[src/rtl/pcseq_pkg.sv]
// Package: shared operation encoding for the PC sequencer.
// Assumes the decoder drives one 3-bit code per cycle; unlisted codes mean hold.
package pcseq_pkg;
    typedef enum logic [2:0] {
        OP_HOLD = 3'd0,
        OP_STEP = 3'd1,
        OP_JUMP = 3'd2,
        OP_CALL = 3'd3,
        OP_RET  = 3'd4,
        OP_RETI = 3'd5
    } seq_op_e;
endpackage

[src/rtl/pcseq_irq_arb.sv]
// Module: latches interrupt requests, holds the global enable and picks the
// single source to accept this cycle by fixed priority (index 0 highest).
// Assumes stack_full reflects the stack state before this cycle's update.
module pcseq_irq_arb #(
    parameter int N_SRC = 3
) (
    input  logic             clk,
    input  logic             rst_n,
    input  logic [N_SRC-1:0] irq_req,
    input  logic [N_SRC-1:0] src_en,
    input  logic             gie_on,
    input  logic             gie_off,
    input  logic             reti,
    input  logic             stack_full,
    output logic [N_SRC-1:0] grant,
    output logic             gie
);
    logic [N_SRC-1:0] pend;
    logic [N_SRC-1:0] elig;
    logic             taken;

    // Sources that may be accepted right now.
    always_comb begin
        elig = pend & src_en & {N_SRC{gie & ~stack_full}};
    end

    // Fixed-priority pick: lowest index eligible source wins.
    always_comb begin
        grant = '0;
        for (int i = N_SRC - 1; i >= 0; i--) begin
            if (elig[i]) grant = N_SRC'(1) << i;
        end
    end

    assign taken = |grant;

    // Pending latch: accepted source clears, new request sets.
    always_ff @(posedge clk) begin
        if (!rst_n) pend <= '0;
        else        pend <= (pend & ~grant) | irq_req;
    end

    // Global enable: acceptance clears, then explicit clear, then set.
    always_ff @(posedge clk) begin
        if (!rst_n)               gie <= 1'b0;
        else if (taken)           gie <= 1'b0;
        else if (gie_off)         gie <= 1'b0;
        else if (gie_on || reti)  gie <= 1'b1;
    end
endmodule

[src/rtl/pcseq_ret_stack.sv]
// Module: LIFO of return addresses with a saturating pointer.
// Assumes push and pop are never asserted together; a push when full and a
// pop when empty are dropped.
module pcseq_ret_stack #(
    parameter int W     = 12,
    parameter int DEPTH = 4
) (
    input  logic                          clk,
    input  logic                          rst_n,
    input  logic                          push,
    input  logic                          pop,
    input  logic [W-1:0]                  push_data,
    output logic [W-1:0]                  top_data,
    output logic                          empty,
    output logic                          full,
    output logic [$clog2(DEPTH+1)-1:0]    sp
);
    localparam int SP_W  = $clog2(DEPTH + 1);
    localparam int IDX_W = (DEPTH > 1) ? $clog2(DEPTH) : 1;

    logic [W-1:0]     mem [DEPTH];
    logic [IDX_W-1:0] wr_idx;
    logic [IDX_W-1:0] rd_idx;

    assign empty  = (sp == '0);
    assign full   = (sp == SP_W'(DEPTH));
    assign wr_idx = IDX_W'(sp);
    assign rd_idx = IDX_W'(sp - 1'b1);
    assign top_data = mem[rd_idx];

    // Pointer: count up on accepted push, down on accepted pop.
    always_ff @(posedge clk) begin
        if (!rst_n)              sp <= '0;
        else if (push && !full)  sp <= sp + 1'b1;
        else if (pop && !empty)  sp <= sp - 1'b1;
    end

    // Storage: write the slot above the current top on push.
    always_ff @(posedge clk) begin
        if (push && !full) mem[wr_idx] <= push_data;
    end
endmodule

[src/rtl/pcseq_pc_path.sv]
// Module: combinational next-PC selection and stack control.
// Assumes grant is one-hot or zero; a grant overrides the decoder operation.
module pcseq_pc_path #(
    parameter int W          = 12,
    parameter int N_SRC      = 3,
    parameter int VEC_STRIDE = 4
) (
    input  logic [W-1:0]     pc,
    input  logic [2:0]       op,
    input  logic [W-1:0]     target,
    input  logic [N_SRC-1:0] grant,
    input  logic [W-1:0]     top_data,
    input  logic             stk_empty,
    output logic [W-1:0]     pc_nxt,
    output logic             push,
    output logic             pop,
    output logic [W-1:0]     push_data
);
    import pcseq_pkg::*;

    logic [W-1:0] pc_inc;
    logic [W-1:0] vec;
    seq_op_e      opc;

    assign pc_inc    = pc + 1'b1;
    assign push_data = pc_inc;
    assign opc       = seq_op_e'(op);

    // Vector address for the granted source: (index+1) * stride.
    always_comb begin
        vec = '0;
        for (int i = 0; i < N_SRC; i++) begin
            if (grant[i]) vec = W'((i + 1) * VEC_STRIDE);
        end
    end

    // Next PC and stack request for this cycle.
    always_comb begin
        pc_nxt = pc;
        push   = 1'b0;
        pop    = 1'b0;
        if (|grant) begin
            pc_nxt = vec;
            push   = 1'b1;
        end else begin
            case (opc)
                OP_STEP: pc_nxt = pc_inc;
                OP_JUMP: pc_nxt = target;
                OP_CALL: begin
                    pc_nxt = target;
                    push   = 1'b1;
                end
                OP_RET, OP_RETI: begin
                    pop    = 1'b1;
                    pc_nxt = stk_empty ? pc_inc : top_data;
                end
                default: pc_nxt = pc;
            endcase
        end
    end
endmodule

[src/rtl/pcseq_core.sv]
// Module: top of the PC sequencer; holds the PC register and ties together
// the interrupt arbiter, the return stack and the next-PC logic.
// Assumes synchronous active-low reset and one decoder operation per cycle.
module pcseq_core #(
    parameter int PC_W       = 12,
    parameter int STK_DEPTH  = 4,
    parameter int N_SRC      = 3,
    parameter int VEC_STRIDE = 4
) (
    input  logic             clk,
    input  logic             rst_n,
    input  logic [2:0]       op,
    input  logic [PC_W-1:0]  target,
    input  logic [N_SRC-1:0] irq_req,
    input  logic [N_SRC-1:0] src_en,
    input  logic             gie_on,
    input  logic             gie_off,
    output logic [PC_W-1:0]  pc,
    output logic             stack_full
);
    import pcseq_pkg::*;
    localparam int SP_W = $clog2(STK_DEPTH + 1);

    logic [N_SRC-1:0] grant;
    logic             gie;
    logic [PC_W-1:0]  pc_nxt;
    logic [PC_W-1:0]  push_data;
    logic [PC_W-1:0]  top_data;
    logic             push;
    logic             pop;
    logic             stk_empty;
    logic [SP_W-1:0]  sp;
    logic             reti;

    assign reti = (op == OP_RETI);

    pcseq_irq_arb #(.N_SRC(N_SRC)) arb_i (
        .clk        (clk),
        .rst_n      (rst_n),
        .irq_req    (irq_req),
        .src_en     (src_en),
        .gie_on     (gie_on),
        .gie_off    (gie_off),
        .reti       (reti),
        .stack_full (stack_full),
        .grant      (grant),
        .gie        (gie)
    );

    pcseq_ret_stack #(.W(PC_W), .DEPTH(STK_DEPTH)) stk_i (
        .clk       (clk),
        .rst_n     (rst_n),
        .push      (push),
        .pop       (pop),
        .push_data (push_data),
        .top_data  (top_data),
        .empty     (stk_empty),
        .full      (stack_full),
        .sp        (sp)
    );

    pcseq_pc_path #(.W(PC_W), .N_SRC(N_SRC), .VEC_STRIDE(VEC_STRIDE)) path_i (
        .pc        (pc),
        .op        (op),
        .target    (target),
        .grant     (grant),
        .top_data  (top_data),
        .stk_empty (stk_empty),
        .pc_nxt    (pc_nxt),
        .push      (push),
        .pop       (pop),
        .push_data (push_data)
    );

    // Program counter register.
    always_ff @(posedge clk) begin
        if (!rst_n) pc <= '0;
        else        pc <= pc_nxt;
    end
endmodule

[config.mk]
export PLATFORM = sky130hd
export DESIGN_NAME = pcseq_core
export DESIGN_NICKNAME = d
export VERILOG_FILES = /design/src/rtl/pcseq_pkg.sv /design/src/rtl/pcseq_irq_arb.sv /design/src/rtl/pcseq_ret_stack.sv /design/src/rtl/pcseq_pc_path.sv /design/src/rtl/pcseq_core.sv
export SDC_FILE = /design/constraint.sdc
export NUM_CORES = 1
export LEC_CHECK = 0
export BUFFER_PORTS_ARGS = -buffer_cell sky130_fd_sc_hd__buf_2
export CORE_MARGIN = 10
export CORE_UTILIZATION = 45
export CTS_BUF_LIST = sky130_fd_sc_hd__clkbuf_16
export DETAILED_ROUTE_END_ITERATION = 16
export PLACE_DENSITY = 0.76
export SLEW_MARGIN = 20
export SYNTH_ARGS = -nofsm -noshare
export SYNTH_HDL_FRONTEND = slang
export SYNTH_SLANG_ARGS = --single-unit
[constraint.sdc]
create_clock -name clk -period 3.58 [get_ports clk]
set_clock_uncertainty 0.2 [all_clocks]
set_input_delay 0.179 -clock clk [delete_from_list [all_inputs] [get_ports clk]]
set_output_delay 0.179 -clock clk [all_outputs]
set_load 0.02 [all_outputs]
==> results.md <==
* Mapped Nets at 265
* Crit-path slowest cell: and2_1
* Final Power at between 2 and 2.5 mW
* Fin nets at 316
* Crit. End Element: flip-flop
* Core area at 6720 um2
* Maxcap violations at 0
* GRT Resource Usage Total at approximately 16%
* Synth Instances at ~230
* # DRC at 0
* CTS Buf Count at 9
* IO Port Bufs at 37
* Cell Count Post-Placement at 345
* Hold Vio Cnt, Final at 0
* Util after Layout at 56.1%
* Routed vias at ~2.2k
* Async SR Flop Fraction at 0%
* Vias in the first global route at between 2k and 2.5k
* Number of synthesis warnings at 0
* R2R setup slack at around 1 ns
* Final HPWL DP at approximately 5000 um
* Status: completed
* M1 WL at about 3100 um
* Routed wl met2 at approximately 3800 um
* Synth Area per Inst at between 10 and 15 um2
* CTS Sinks at 67
* Final setup fails at 0
* Area after DPL at about 3300 um2
* Fillcell total at roughly 530
* First-pass GRT wire length at roughly 12000 um
* CP startpoint kind: flip-flop
* Commonest non-fill, non-tap cells in the layout: edfxtp_1, buf_2, dfxtp_1, a21oi_1, nand2_1
* Yosys cell types at 46
* Post-CTS setup buffer count at 0
* Worst path arrival time at 2.33 ns
* Final ANT Viol Nets at 0
* Clk_lat worst skew at 0.33 ns
* Initial Utilization at a little under half
* Commonest non-fill, non-tap cell in the layout: edfxtp_1
* CP peak stage delay at about 0.62 ns
* Boundary pin count at 38
* Static Leak at approximately 1.4 nW
* Routability Congestion at approximately 0.8
* CTS Root Cell: clkbuf_16
* Max-slew violation count at 0
* Worst slew pin tran at a little over 0.8 ns
* Synth Flop Type: edfxtp_1
* Maximum clock frequency at between 300 and 400 MHz
* CP required at about 3.4 ns
* Worst path cell trace: inv_1 -> ha_1 -> a21bo_2 -> o22ai_1 -> and2_1
* Part of the cycle the worst path needs at a little under three quarters
* CTS tree: built
* Fin Setup TNS at 0 ns
* Setup WS pre-CTS at 0.987 ns
* Mapped Area at about 3000 um2
* H-tree depth at 3
* DRT Wirelength at ~7600 um
* Initial antenna violation count at 0
* EDFF count, synth at 48
* Chip height at about 100 um
* Sequential element share of the synthesized area at approximately three fifths
* Design Area, Final at around 3800 um2
* Number of synthesized register bits at 67
* Starting DRC count in detailed routing at 150
* Crit path kind: reg2reg
* Final cell count without fillers at 370
* Row count at 30
* VDD IR max at between 300 and 400 uV
* Share of layout cells above drive strength 1 at 25.2%
* Largest net degree at the start of global routing at 22
* Class of the tightest hold or removal check: in2reg
* Antenna cells at 0
* Die area at about 11000 um2
* TritonRoute pass-1 iters at 4
* Critical Path Fanout Max at 12
* Die Width at between 100 and 150 um
* PwrDens at roughly 600 nW/um2
* Relative slew slack at between 40% and 50%
* Hold WS at 0.0399 ns
* Tmin final at 2.57 ns
* Clock buffer depth at 2
* Met3 Wirelength at approximately 470 um
* Via density per instance at approximately 5.8
* Grt total ovfl at 0
* RSZ-0062 raised after global routing: false
* Uppermost routed layer: met4
* Reg clk slew, reported paths at 0.06 ns
* P&R area growth vs syn at 22.9%
* Routed len/inst at ~20 um
* Final worst slack at 1.01 ns
## timing repair
action                                 4_1_cts  5_1_grt
hold buffers                                 9        0
gates resized for setup                      0        0
endpoints found under the hold margin        7        0
## metal layers
layer	GRT usage, %	vias to the layer above
met2	25.2	60
met4	8.13	0
met3	4.16	16
li1	-	1003
met1	18.7	1085
met5	0	-
## worst max-delay path: cells and delay by family (launching register included)
kind	cells	cell delay [ns]
adders and majority gates	1	0.23
and+or+nand+nor	1	0.62
AOI/OAI and AO/OA	2	0.70
buffers and inverters	1	0.10
DFF	1	0.35
## cells by family after synthesis
group / synth area share, %
XOR/XNOR: 3.14
multiplexers: 9.13
AO/OA/AOI/OAI: 12.2
adder cells (fa/ha/maj): 2.45
AND/OR/NAND/NOR: 11.3
buffers and inverters: 2.45
flip-flops: 59.4
## final cells by class
cell class	instances	area, um2	area share [%]
clock buffers	9	225	5.97
well taps	80	100	2.65
multi-input cells	149	1170	31.1
repair buffers	50	305	8.10
flip-flops and latches	67	1820	48.3
clock inverters	7	116	3.09
inverters	8	30.0	0.796
## cells in the mapped netlist (all sizes together), types with 2 or more instances
cell	number	area (um2)
and3	5	31.3
mux4	12	270
nor2b	7	43.8
inv	8	30.0
a221oi	3	26.3
nand3	9	45.0
a22o	5	43.8
xnor2	5	43.8
nand4	2	12.5
nor3	7	45.0
nor2	6	22.5
a22oi	4	30.0
buf	5	26.3
and2	9	56.3
nand2	13	48.8
o21ai	11	55.1
ha	6	75.1
nand2b	2	12.5
edfxtp	48	1440
a21oi	15	75.1
dfxtp	19	380
clkbuf	5	18.8
a21boi	3	22.5
xor2	6	52.6
## where the power goes
group          switching [mW]  internal [mW]
Clock                   0.327          0.678
Combinational           0.172          0.127
Sequential             0.0264          0.877
## worst paths after layout
path | startpoint | endpoint | cells after the start
worst max-delay path | stk_i.sp[1] | stk_i.mem[2][7] | 5
worst min-delay path | gie_on | arb_i.gie | 3
worst max register to register | stk_i.sp[1] | stk_i.mem[2][7] | 5
worst min register to register | pc[7] | pc[7] | 2
## sequential cells by signal (all words and copies together) (netlist names)
| register | flops |
|---|---|
| pc | 12 |
| stk_i.mem | 48 |
| arb_i.pend | 3 |
| arb_i.gie | 1 |
| stk_i.sp | 3 |
(Power assumes the default switching activity.)
